## config.mk

```make
export PLATFORM = sky130hd
export DESIGN_NAME = dbg_session_ctrl
export DESIGN_NICKNAME = d
export VERILOG_FILES = /design/src/rtl/dbg_pkg.sv /design/src/rtl/dbg_cmd_decode.sv /design/src/rtl/dbg_tx_slot.sv /design/src/rtl/dbg_session_fsm.sv /design/src/rtl/dbg_session_ctrl.sv
export SDC_FILE = /design/constraint.sdc
export NUM_CORES = 1
export LEC_CHECK = 0
export BUFFER_PORTS_ARGS = -buffer_cell sky130_fd_sc_hd__buf_2
export CAP_MARGIN = 20
export CELL_PAD_IN_SITES_DETAIL_PLACEMENT = 1
export CELL_PAD_IN_SITES_GLOBAL_PLACEMENT = 2
export CORE_UTILIZATION = 22
export CTS_BUF_LIST = sky130_fd_sc_hd__clkbuf_16
export DETAILED_ROUTE_END_ITERATION = 6
export PLACE_DENSITY = 0.77
export SYNTH_ARGS = -nofsm -noshare
export SYNTH_HDL_FRONTEND = slang
export SYNTH_SLANG_ARGS = --single-unit
```

## constraint.sdc

```tcl
create_clock -name clk -period 2.1 [get_ports clk]
set_clock_uncertainty 0.1 [all_clocks]
set_input_delay 0.21 -clock clk [delete_from_list [all_inputs] [get_ports clk]]
set_output_delay 0.21 -clock clk [all_outputs]
set_load 0.01 [all_outputs]
```

## src/rtl/dbg_pkg.sv

```systemverilog
package dbg_pkg;
  typedef enum logic [2:0] {
    ST_IDLE = 3'd0,
    ST_WAIT = 3'd1,
    ST_REG  = 3'd2,
    ST_MEM  = 3'd3,
    ST_REL  = 3'd4
  } sess_state_e;

  typedef enum logic [2:0] {
    OP_SUSP = 3'd0,
    OP_CONT = 3'd1,
    OP_REG  = 3'd2,
    OP_MEM  = 3'd3,
    OP_BAD  = 3'd4
  } host_op_e;
endpackage

```

## src/rtl/dbg_cmd_decode.sv

```systemverilog
module dbg_cmd_decode
  import dbg_pkg::*;
#(
  parameter int DW = 8,
  parameter logic [DW-1:0] C_SUSP = 8'h01,
  parameter logic [DW-1:0] C_CONT = 8'h02,
  parameter logic [DW-1:0] C_REG  = 8'h03,
  parameter logic [DW-1:0] C_MEM  = 8'h04
) (
  input  logic [DW-1:0] byte_i,
  output host_op_e      op_o
);
  always_comb begin
    if (byte_i == C_SUSP)      op_o = OP_SUSP;
    else if (byte_i == C_CONT) op_o = OP_CONT;
    else if (byte_i == C_REG)  op_o = OP_REG;
    else if (byte_i == C_MEM)  op_o = OP_MEM;
    else                       op_o = OP_BAD;
  end
endmodule

```

## src/rtl/dbg_tx_slot.sv

```systemverilog
module dbg_tx_slot #(
  parameter int DW = 8
) (
  input  logic          clk,
  input  logic          rst_n,
  input  logic          ld_i,
  input  logic [DW-1:0] ld_data_i,
  output logic          empty_o,
  output logic          tx_valid,
  output logic [DW-1:0] tx_data,
  input  logic          tx_ready
);
  logic          full_q, full_d;
  logic [DW-1:0] data_q, data_d;
  logic          data_en;

  always_comb begin
    full_d  = full_q;
    data_en = 1'b0;
    data_d  = ld_data_i;
    if (ld_i) begin
      full_d  = 1'b1;
      data_en = 1'b1;
    end else if (full_q && tx_ready) begin
      full_d = 1'b0;
    end
  end

  always_ff @(posedge clk or negedge rst_n) begin
    if (!rst_n) full_q <= 1'b0;
    else        full_q <= full_d;
  end

  always_ff @(posedge clk or negedge rst_n) begin
    if (!rst_n)       data_q <= '0;
    else if (data_en) data_q <= data_d;
  end

  assign empty_o  = !full_q;
  assign tx_valid = full_q;
  assign tx_data  = data_q;

  // a loaded byte must never be overwritten before it leaves
  p_ld_only_empty_r9: assert property (@(posedge clk) disable iff (!rst_n)
    ld_i |-> !full_q);
  // reply held while link stalls
  p_hold_byte_r9: assert property (@(posedge clk) disable iff (!rst_n)
    (tx_valid && !tx_ready) |=> (tx_valid && $stable(tx_data)));
endmodule

```

## src/rtl/dbg_session_fsm.sv

```systemverilog
module dbg_session_fsm
  import dbg_pkg::*;
#(
  parameter int DW = 8,
  parameter logic [DW-1:0] R_ACK    = 8'h01,
  parameter logic [DW-1:0] R_ZERO   = 8'h00,
  parameter logic [DW-1:0] R_NOTIFY = 8'h80
) (
  input  logic          clk,
  input  logic          rst_n,
  input  logic          rx_valid,
  input  host_op_e      op_i,
  output logic          rx_ready,
  input  logic          slot_empty_i,
  output logic          ld_o,
  output logic [DW-1:0] ld_data_o,
  input  logic          brk_hit,
  output logic          suspend_req,
  output logic          release_req,
  input  logic          release_ack,
  output logic          reg_start,
  input  logic          reg_done,
  output logic          mem_start,
  input  logic          mem_done
);
  sess_state_e st_q, st_d;
  logic susp_q, susp_d;
  logic rs_q, rs_d, ms_q, ms_d;
  logic rx_fire;

  assign rx_ready = slot_empty_i &&
                    ((st_q == ST_IDLE && !brk_hit) || st_q == ST_WAIT);
  assign rx_fire  = rx_valid && rx_ready;

  always_comb begin
    st_d      = st_q;
    susp_d    = susp_q;
    rs_d      = 1'b0;
    ms_d      = 1'b0;
    ld_o      = 1'b0;
    ld_data_o = R_ACK;
    unique case (st_q)
      ST_IDLE: begin
        if (brk_hit && slot_empty_i) begin
          ld_o      = 1'b1;
          ld_data_o = R_NOTIFY;
          st_d      = ST_WAIT;
        end else if (rx_fire && op_i == OP_SUSP) begin
          susp_d = 1'b1;
          ld_o   = 1'b1;
          st_d   = ST_WAIT;
        end
      end
      ST_WAIT: begin
        if (rx_fire) begin
          unique case (op_i)
            OP_SUSP: ld_o = 1'b1;
            OP_CONT: begin
              ld_o = 1'b1;
              st_d = ST_REL;
            end
            OP_REG: begin
              rs_d = 1'b1;
              st_d = ST_REG;
            end
            OP_MEM: begin
              ms_d = 1'b1;
              st_d = ST_MEM;
            end
            default: begin
              ld_o      = 1'b1;
              ld_data_o = R_ZERO;
            end
          endcase
        end
      end
      ST_REG: begin
        if (reg_done) begin
          ld_o = 1'b1;
          st_d = ST_WAIT;
        end
      end
      ST_MEM: begin
        if (mem_done) begin
          ld_o = 1'b1;
          st_d = ST_WAIT;
        end
      end
      ST_REL: begin
        if (release_ack) begin
          susp_d = 1'b0;
          st_d   = ST_IDLE;
        end
      end
      default: st_d = ST_IDLE;
    endcase
  end

  always_ff @(posedge clk or negedge rst_n) begin
    if (!rst_n) begin
      st_q   <= ST_IDLE;
      susp_q <= 1'b0;
      rs_q   <= 1'b0;
      ms_q   <= 1'b0;
    end else begin
      st_q   <= st_d;
      susp_q <= susp_d;
      rs_q   <= rs_d;
      ms_q   <= ms_d;
    end
  end

  assign suspend_req = susp_q;
  assign release_req = (st_q == ST_REL);
  assign reg_start   = rs_q;
  assign mem_start   = ms_q;

  // start pulses last one cycle and never overlap
  p_reg_pulse_r4: assert property (@(posedge clk) disable iff (!rst_n)
    reg_start |=> !reg_start);
  p_mem_pulse_r5: assert property (@(posedge clk) disable iff (!rst_n)
    mem_start |=> !mem_start);
  p_start_excl_r5: assert property (@(posedge clk) disable iff (!rst_n)
    !(reg_start && mem_start));
  // release request held until acknowledged
  p_release_hold_r6: assert property (@(posedge clk) disable iff (!rst_n)
    (release_req && !release_ack) |=> release_req);
  p_release_end_r6: assert property (@(posedge clk) disable iff (!rst_n)
    (release_req && release_ack) |=> (!release_req && !suspend_req));
  // a break entry never raises suspend
  p_brk_no_susp_r2: assert property (@(posedge clk) disable iff (!rst_n)
    (st_q == ST_IDLE && brk_hit && slot_empty_i) |=> !suspend_req);
  // no host byte accepted while an engine is busy
  p_busy_block_r11: assert property (@(posedge clk) disable iff (!rst_n)
    (reg_start || mem_start) |-> !rx_ready);
endmodule

```

## src/rtl/dbg_session_ctrl.sv

```systemverilog
module dbg_session_ctrl
  import dbg_pkg::*;
#(
  parameter int DW = 8,
  parameter logic [DW-1:0] C_SUSP   = 8'h01,
  parameter logic [DW-1:0] C_CONT   = 8'h02,
  parameter logic [DW-1:0] C_REG    = 8'h03,
  parameter logic [DW-1:0] C_MEM    = 8'h04,
  parameter logic [DW-1:0] R_ACK    = 8'h01,
  parameter logic [DW-1:0] R_ZERO   = 8'h00,
  parameter logic [DW-1:0] R_NOTIFY = 8'h80
) (
  input  logic          clk,
  input  logic          rst_n,
  input  logic          rx_valid,
  input  logic [DW-1:0] rx_data,
  output logic          rx_ready,
  output logic          tx_valid,
  output logic [DW-1:0] tx_data,
  input  logic          tx_ready,
  input  logic          brk_hit,
  output logic          suspend_req,
  output logic          release_req,
  input  logic          release_ack,
  output logic          reg_start,
  input  logic          reg_done,
  output logic          mem_start,
  input  logic          mem_done
);
  host_op_e      op;
  logic          slot_empty;
  logic          ld;
  logic [DW-1:0] ld_data;

  dbg_cmd_decode #(
    .DW(DW), .C_SUSP(C_SUSP), .C_CONT(C_CONT), .C_REG(C_REG), .C_MEM(C_MEM)
  ) u_dec (
    .byte_i(rx_data),
    .op_o  (op)
  );

  dbg_session_fsm #(
    .DW(DW), .R_ACK(R_ACK), .R_ZERO(R_ZERO), .R_NOTIFY(R_NOTIFY)
  ) u_fsm (
    .clk         (clk),
    .rst_n       (rst_n),
    .rx_valid    (rx_valid),
    .op_i        (op),
    .rx_ready    (rx_ready),
    .slot_empty_i(slot_empty),
    .ld_o        (ld),
    .ld_data_o   (ld_data),
    .brk_hit     (brk_hit),
    .suspend_req (suspend_req),
    .release_req (release_req),
    .release_ack (release_ack),
    .reg_start   (reg_start),
    .reg_done    (reg_done),
    .mem_start   (mem_start),
    .mem_done    (mem_done)
  );

  dbg_tx_slot #(.DW(DW)) u_slot (
    .clk      (clk),
    .rst_n    (rst_n),
    .ld_i     (ld),
    .ld_data_i(ld_data),
    .empty_o  (slot_empty),
    .tx_valid (tx_valid),
    .tx_data  (tx_data),
    .tx_ready (tx_ready)
  );

  // nothing accepted while a reply is still pending
  p_rx_block_r11: assert property (@(posedge clk) disable iff (!rst_n)
    tx_valid |-> !rx_ready);
endmodule

```

# After elaboration in Yosys (flattened, before gate mapping)
# Cells that the tools add are included.
# word_totals
regBits,15
latch_bits,0
ram_bits,0
mem_bits_ro,0
elab_cells,78
n_memories,0
# op_classes
addsub,0
n_mul,0
n_div,0
n_lt_le_gt_ge,0
eq_ne,19
shift,0
n_mux,36
bitwise,0
reduce_logical,17
# op_table
op,n
3-bit two-way mux,10
1-bit two-way mux,19
"8-bit by 2-bit equality test with 1-bit output, second input constant",2
8-bit two-way mux,2
8-bit one-hot mux with 2 select lines,1
3-bit one-hot mux with 5 select lines,1
"3-bit by 2-bit equality test with 1-bit output, second input constant",4
3-bit one-hot mux with 3 select lines,1
"8-bit by 1-bit equality test with 1-bit output, second input constant",1
"8-bit by 3-bit equality test with 1-bit output, second input constant",1
"2-bit inequality test, second input constant",4
"3-bit by 1-bit equality test with 1-bit output, second input constant",2
1-bit logical AND,6
3-bit zero test,2
6-bit AND reduction,1
"2-bit by 1-bit inequality test with 1-bit output, second input constant",2
"4-bit inequality test, second input constant",1
1-bit one-hot mux with 4 select lines,1
4-bit AND reduction,1
2-bit nonzero test,2
4-bit OR reduction,1
"3-bit equality test, second input constant",1
"3-bit inequality test, second input constant",1
1-bit zero test,2
3 further kinds,3

# Logic depth before layout (Yosys ltp)
# Gate-level depths: netlist (run 1).
# depth
ltp_word,11
depth_mapped,5
mapped_depth_nobuf,5

# By module
# A second synthesis (run 1) with hierarchy kept.
# unflattened
hier_cells,78
area_unflattened_um2,913.4
# by_module_without_submodules
mod,instances,cells_each,area_each_um2,seq_area_each_um2
dbg_session_fsm,1,50,473.0,150.1
dbg_tx_slot,1,20,367.9,225.2
dbg_cmd_decode,1,8,72.6,0.0

# Least setup slack after synthesis (run 1)
# No wires, ideal clock.
# synth_path
kind,register to register
from,register u_fsm.st_q[2]
to,register u_fsm.st_q[0]
setup_time_ns,0.128
t_arrival_ns,1.790
required_ns,1.872
path_slack_ns,0.083
stages_incl_launch_ff,6
n_path_buf,0
cell_sequence,dfrtp_1 nor4b_1 o21ai_1 o311ai_1 o2111ai_2 mux2_1
# synth_between
elab_chain_len,8
elab_cells_between_ends,18
cone_classes,eq/ne: 10; mux: 1; reduce/logical: 7
# synth_lines
item,line_no,rtl
start: declaration,dbg_session_fsm.sv:26,"sess_state_e st_q, st_d;"
start signal: assignment,dbg_session_fsm.sv:106,st_q <= st_d;
3-bit zero test,"dbg_session_fsm.sv:32, dbg_session_fsm.sv:42",
1-bit logical AND,dbg_session_fsm.sv:32,((st_q == ST_IDLE && !brk_hit) || st_q == ST_WAIT);
1-bit logical OR,dbg_session_fsm.sv:32,
1-bit logical AND,dbg_session_fsm.sv:31,assign rx_ready = slot_empty_i &&
1-bit logical AND,dbg_session_fsm.sv:33,assign rx_fire = rx_valid && rx_ready;
1-bit logical AND,dbg_session_fsm.sv:48,end else if (rx_fire && op_i == OP_SUSP) begin
3-bit inequality test (no source line),n/a,
6-bit AND reduction (no source line),n/a,
# Parallel ways exist; a longest one is shown, timed or not.
# A chain may end at the register's enable or synchronous reset.

# Final worst setup path (run 1)
# Same ends and word-level chain as after synthesis.

==> results.cfg, run 1 <==
[outcome]
status = finished clean

[finish]
diodes = 0
drive_gt1_frac = 0.437
fin_nets = 120
fin_util = 0.365
syn2layout_area_growth_pct = 50.2

[clock_tree]
cts_tree = done
root_buffer = clkbuf_16
clock_path_buffers = 2
postCtsSetupRepairBufs = 0
cts.reportedPaths.clkPinSlew_ps = 40
htree_levels = 1
clock-sinks = 9
cts_buffers = 3
clk_latency_ps = 240

[power]
ir_drop_uv = 579
cellPowerDensity_mw_per_mm2 = 1140
leakagePower_nw = 0.441
power.total_mw = 1.06

[worst_setup_path]
crit_buf_inv = 0
path_delay_family = compound AO/OA/AOI/OAI gates
crit_slowest_cell = dfrtp_1
cp-end-kind = flip-flop
crit_path_start_kind = flip-flop
worstPathMaxFanout = 3
slowest_delay_ps = 400
cp.arrival_ps = 1940
worstSetupPathType = reg2reg
required_ps = 2110
cp_cell_sequence = nor4b_4, o21ai_2, o311ai_2, o2111ai_2, mux2_1

[floorplanning]
placementRows = 18
coreArea_sq_mm = 0.00257
io_pins = 30
die_area_sq_mm = 0.00305
start_util = 0.243
die_w_um = 55.2
chipHeight_um = 55.2

[job]
maxCapViolCount = 0

[routing]
routed-via-count = 642
drt-total-wl_mm = 1.71
wl_per_cell_um = 12.9
drcViolationCount = 0
drtAntennaViolNets = 0
drtPass1Iterations = 2
via_per_inst = 4.83
drt_iter0_markers = 6

[min_path]
hold_path_class = in2reg

[yosys]
synth_compound_area_frac = 0.227
synth_xor_area_frac = 0
synth_seq_cells = 9
synthAdderAreaFrac = 0
ys_seq_area_frac = 0.361
yosysWarningCount = 0
synth_top_family_by_area = simple AND/OR/NAND/NOR gates
synth_cell_type_count = 33
synth_mux_area_frac = 0.0502
syn_area_per_cell_sq_um = 9.30
postSynthCellCount = 67
synthSimpleGateAreaFrac = 0.253
syn-cell-area_sq_um = 623

[timing]
layout_min_cycle_time_ps = 1930
finalMaxSlewViolations = 0
finalCritPeriodShare = 0.918
setup_viol = 0
clock.fmax_ghz = 0.518
final_hold_viol_count = 0
rsz0062_at_grt = false

[global_routing]
grt_max_degree = 10
antenna_found_initial = 0
grt_pass1_vias = 640
grt_pass1_wl_mm = 2.84
grt_overflow_total = 0
grt.total_usage = 0.123

[placement]
routabilityCongestion = 0.789
port_buffers = 23
dpl.hpwl_mm = 1.46
sequential cells by signal, indices dropped and copies added, names as in the netlist:
register	flops
u_fsm.mem_start	1
u_fsm.reg_start	1
u_fsm.st_q	3
u_fsm.suspend_req	1
u_slot.tx_data	2
u_slot.tx_valid	1
cell families (layout without fill, tap and decap cells):
kind of cell | after synthesis | in the layout
AOI/OAI and AO/OA | 19 | 19
other | 1 | 6
and+or+nand+nor | 24 | 24
DFF | 9 | 9
buffers and inverters | 11 | 42
muxes | 3 | 3
cell type report:
| cell class | instances | area [sq um] |
|---|---|---|
| multi-input cells | 52 | 379 |
| inverters | 4 | 15.0 |
| fillers | 310 | 1630 |
| repair buffers | 34 | 200 |
| clock inverters | 1 | 3.75 |
| flip-flops and latches | 9 | 225 |
| clock buffers | 3 | 75.1 |
| well taps | 30 | 37.5 |
final timing paths:
check / from / to / slack [ps] / cells past startpoint
worst max-delay path: u_fsm.st_q[2] / u_fsm.st_q[0] / 170 / 5
worst min-delay path: tx_ready / u_slot.tx_valid / 180 / 4
worst max register to register: u_fsm.st_q[2] / u_fsm.st_q[0] / 170 / 5
worst min register to register: u_slot.tx_data[7] / u_slot.tx_data[7] / 400 / 1
max in group asynchronous: rst_n / u_fsm.mem_start / 1460 / 2
min in group asynchronous: rst_n / u_fsm.suspend_req / 260 / 2
layout by cell type, fill, tap and decap left out, types with 3 or more instances in the layout:
cell / instances
a21oi_1: 4
buf_2: 23
buf_4: 10
clkbuf_16: 3
conb_1: 6
dfrtp_1: 9
inv_1: 5
nand2_1: 3
nor2_1: 6
o21ai_0: 4
Yosys cell counts:
| cell | instances | area, sq um |
|---|---|---|
| clkbuf_1 | 1 | 3.75 |
| mux2_1 | 1 | 11.3 |
| nand3b_1 | 2 | 15.0 |
| o2111ai_2 | 1 | 15.0 |
| nor3_1 | 2 | 10.0 |
| nand3_1 | 1 | 5.00 |
| dfrtp_1 | 9 | 225 |
| o32ai_1 | 1 | 8.76 |
| nor4b_1 | 1 | 8.76 |
| or3_4 | 2 | 22.5 |
| mux2i_1 | 2 | 20.0 |
| inv_1 | 4 | 15.0 |
| or2_2 | 1 | 6.26 |
| or3b_1 | 1 | 8.76 |
| o41ai_1 | 1 | 8.76 |
| nor4_4 | 1 | 21.3 |
| nor3b_1 | 1 | 7.51 |
| buf_4 | 6 | 45.0 |
| o31ai_1 | 1 | 7.51 |
| a22o_1 | 1 | 8.76 |
| o21ai_1 | 1 | 5.00 |
| nor2_1 | 6 | 22.5 |
| a21oi_1 | 4 | 20.0 |
| or3_1 | 1 | 6.26 |
| a221oi_1 | 1 | 8.76 |
| o311ai_1 | 1 | 8.76 |
| a31oi_1 | 1 | 6.26 |
| a2111oi_2 | 1 | 15.0 |
| o21ai_0 | 4 | 20.0 |
| o2bb2ai_1 | 1 | 8.76 |
| nand2b_1 | 2 | 12.5 |
| nand2_1 | 3 | 11.3 |
| conb_1 | 1 | 3.75 |
worst min-delay path, delay by kind of cell:
kind | cells | cell delay (ps)
compound gates | 1 | 60
buf+inv | 2 | 140
simple gates | 1 | 70
where the power goes:
| group | internal [mW] | switching [mW] |
|---|---|---|
| logic | 0.218 | 0.235 |
| registers | 0.224 | 0.0526 |
| clock network | 0.249 | 0.0840 |
per-layer routing:
layer | GRT usage | vias up | routed length, um
li1 | - | 307 | -
met1 | 0.145 | 300 | 739
met2 | 0.191 | 29 | 801
met3 | 0.0351 | 6 | 125
met4 | 0.0857 | 0 | 48
met5 | 0 | - | 0
metrics by stage:
step           std cells  worst slack [ps]  setup TNS [ps]  hold WS, ps  area [sq um]
3_3_place_gp         128             -23.5           -23.5        -24.9           821
4_1_cts              133              45.9               0          182           916
5_1_grt              133              48.1               0          201           936
6_report             133               171               0          180           936
2_1_floorplan         72              82.7               0         -186           642
3_5_place_dp         128             -71.7           -79.8        -18.0           821
repair_timing:
action | in CTS | in global routing
resized for setup | 1 | 3
hold buffers | 1 | 0
endpoints found under the hold margin | 9 | 0
endpoints found under the setup margin | 1 | 2
(Power assumes the default switching activity.)
==> run 2: changes to the inputs <==
--- a/config.mk
+++ b/config.mk
@@ -13,6 +13,8 @@
 export CTS_BUF_LIST = sky130_fd_sc_hd__clkbuf_16
 export DETAILED_ROUTE_END_ITERATION = 6
 export PLACE_DENSITY = 0.77
+export REMOVE_ABC_BUFFERS = 1
+export SLEW_MARGIN = 20
 export SYNTH_ARGS = -nofsm -noshare
 export SYNTH_HDL_FRONTEND = slang
 export SYNTH_SLANG_ARGS = --single-unit
==> run 2 against run 1 <==
  * Core utilization about the same
  * First-iteration DRC count up 130%
  * Total power down 1.1%
  * Cell area fell by 0.13%
  * Largest power group unchanged
==> results.cfg, run 2 (synthesis gave the netlist of run 1 again) <==
[worst_setup_path]
r2r_slack_ps = 110
worstPathMaxFanout = 3
r2r_cells = 5
required_ps = 2110
r2r_start = u_fsm.st_q[2]
crit_path_start_kind = flip-flop
r2r_end = u_fsm.st_q[0]
cp.arrival_ps = 2010
worstSetupPathType = reg2reg
cp-end-kind = flip-flop

[routing]
drt-total-wl_mm = 1.63
routed-via-count = 629
drtPass1Iterations = 4
drcViolationCount = 0
drt_iter0_markers = 14
wl_per_cell_um = 12.1
via_per_inst = 4.69
drtAntennaViolNets = 0

[power]
p_sw_mw = 0.358
comb_power_share = 0.433
p_seq_frac = 0.255
cellPowerDensity_mw_per_mm2 = 1120
internal-power_mw = 0.693
ir_drop_uv = 465
power.total_mw = 1.05
swShare = 0.340
clock_power_share = 0.312
leakagePower_nw = 0.440

[global_routing]
grt.total_usage = 0.122
antenna_found_initial = 0
grt_overflow_total = 0
grt_pass1_wl_mm = 2.83
grt_pass1_vias = 650
grt_max_degree = 10

[timing]
finalCritPeriodShare = 0.948
final_hold_viol_count = 0
clock.fmax_ghz = 0.502
setup_viol = 0
finalMaxSlewViolations = 0
layout_min_cycle_time_ps = 1990

[clock_tree]
htree_levels = 1
clk_latency_ps = 230
cts.reportedPaths.clkPinSlew_ps = 40
clock-sinks = 9
clock_path_buffers = 2
root_buffer = clkbuf_16
cts_tree = done
cts_buffers = 3

[floorplanning]
io_pins = 30
coreArea_sq_mm = 0.00257
start_util = 0.243
chipHeight_um = 55.2
die_w_um = 55.2
placementRows = 18
die_area_sq_mm = 0.00305

[min_path]
hold_depth = 4
hold_path_class = in2reg
min_from = tx_ready
min_to = u_slot.tx_valid

[placement]
routabilityCongestion = 0.752
dp.cells = 129
dpl.hpwl_mm = 1.37
dpl-instance-area_sq_um = 828
port_buffers = 23

[finish]
fin_nets = 121
final_common_cell = buf_2
final_cell_mix = buf_2 (23), buf_4 (11), dfrtp_1 (9)
fin_cells = 134
syn2layout_area_growth_pct = 50.0
fill_cells = 328
diodes = 0
final_cell_area_sq_um = 935
largest_reg_flops = 3
registers.top_by_ff_count = u_fsm.st_q
drive_gt1_frac = 0.442

[job]
maxCapViolCount = 0

[outcome]
status = finished clean
## run 2: changes by cell type in the layout (fill, tap and decap cells not counted), sizes merged
| cell | change |
|---|---|
| buf | +1 |
## run 2: what timing repair did
action / 4_1_cts / 5_1_grt
setup buffers: 0 / 0
hold endpoints to repair: 9 / 0
setup endpoints to repair: 3 / 3
resized for setup: 1 / 2
hold buffers: 1 / 0
## run 2: stage by stage
stage / setup slack, ps / hold WS (ps) / TNS (ps) / util
floorplan: 82.7 / -186 / 0 / -
global placement: -37.0 / -27.0 / -37.0 / 0.323
detailed placement: -83.9 / -23.0 / -83.9 / 0.323
CTS: 14.3 / 160 / 0 / 0.360
global route: -9.51 / 185 / -15.6 / 0.364
finish: 108 / 162 / 0 / 0.364
## run 2: critical path, stage by stage, from the launching register on
cell	delay, ps
dfrtp_1	390
nor4b_2	390
o21ai_2	170
o311ai_2	290
o2111ai_2	190
mux2_1	330
## run 2: worst max-delay path by stage
stage / from / end / slack (ps) / depth (start not counted)
final: u_fsm.st_q[2] / u_fsm.st_q[0] / 110 / 5
after global placement: u_fsm.st_q[2] / u_fsm.st_q[0] / -40 / 5
after global routing: u_fsm.st_q[2] / u_slot.tx_data[0] / -10 / 6
after CTS: u_fsm.st_q[2] / u_fsm.st_q[0] / 10 / 5
after floorplan: u_fsm.st_q[2] / u_fsm.st_q[0] / 80 / 5
after detailed placement: u_fsm.st_q[2] / u_fsm.st_q[0] / -80 / 5
## run 2: cell type report
| class | count | area (sq um) | share of cell area |
|---|---|---|---|
| inverters | 4 | 15.0 | 0.0161 |
| clock inverters | 1 | 3.75 | 0.00402 |
| well taps | 30 | 37.5 | 0.0402 |
| multi-input cells | 52 | 370 | 0.396 |
| repair buffers | 35 | 208 | 0.222 |
| flip-flops and latches | 9 | 225 | 0.241 |
| clock buffers | 3 | 75.1 | 0.0803 |
## run 2: metal layers
layer / part of all wire / global-route usage
met5: 0 / 0
met2: 0.46 / 0.194
met3: 0.053 / 0.0211
met1: 0.45 / 0.145
met4: 0.036 / 0.0964
## run 2: power by group through the flow
| stage | registers, mW | logic (mW) | clock network, mW |
|---|---|---|---|
| CTS | 0.268 | 0.451 | 0.337 |
| global placement | 0.266 | 0.437 | 0 |
| global route | 0.278 | 0.507 | 0.352 |
| finish | 0.268 | 0.455 | 0.328 |
| detailed placement | 0.267 | 0.444 | 0 |
| floorplan | 0.297 | 0.213 | 0 |
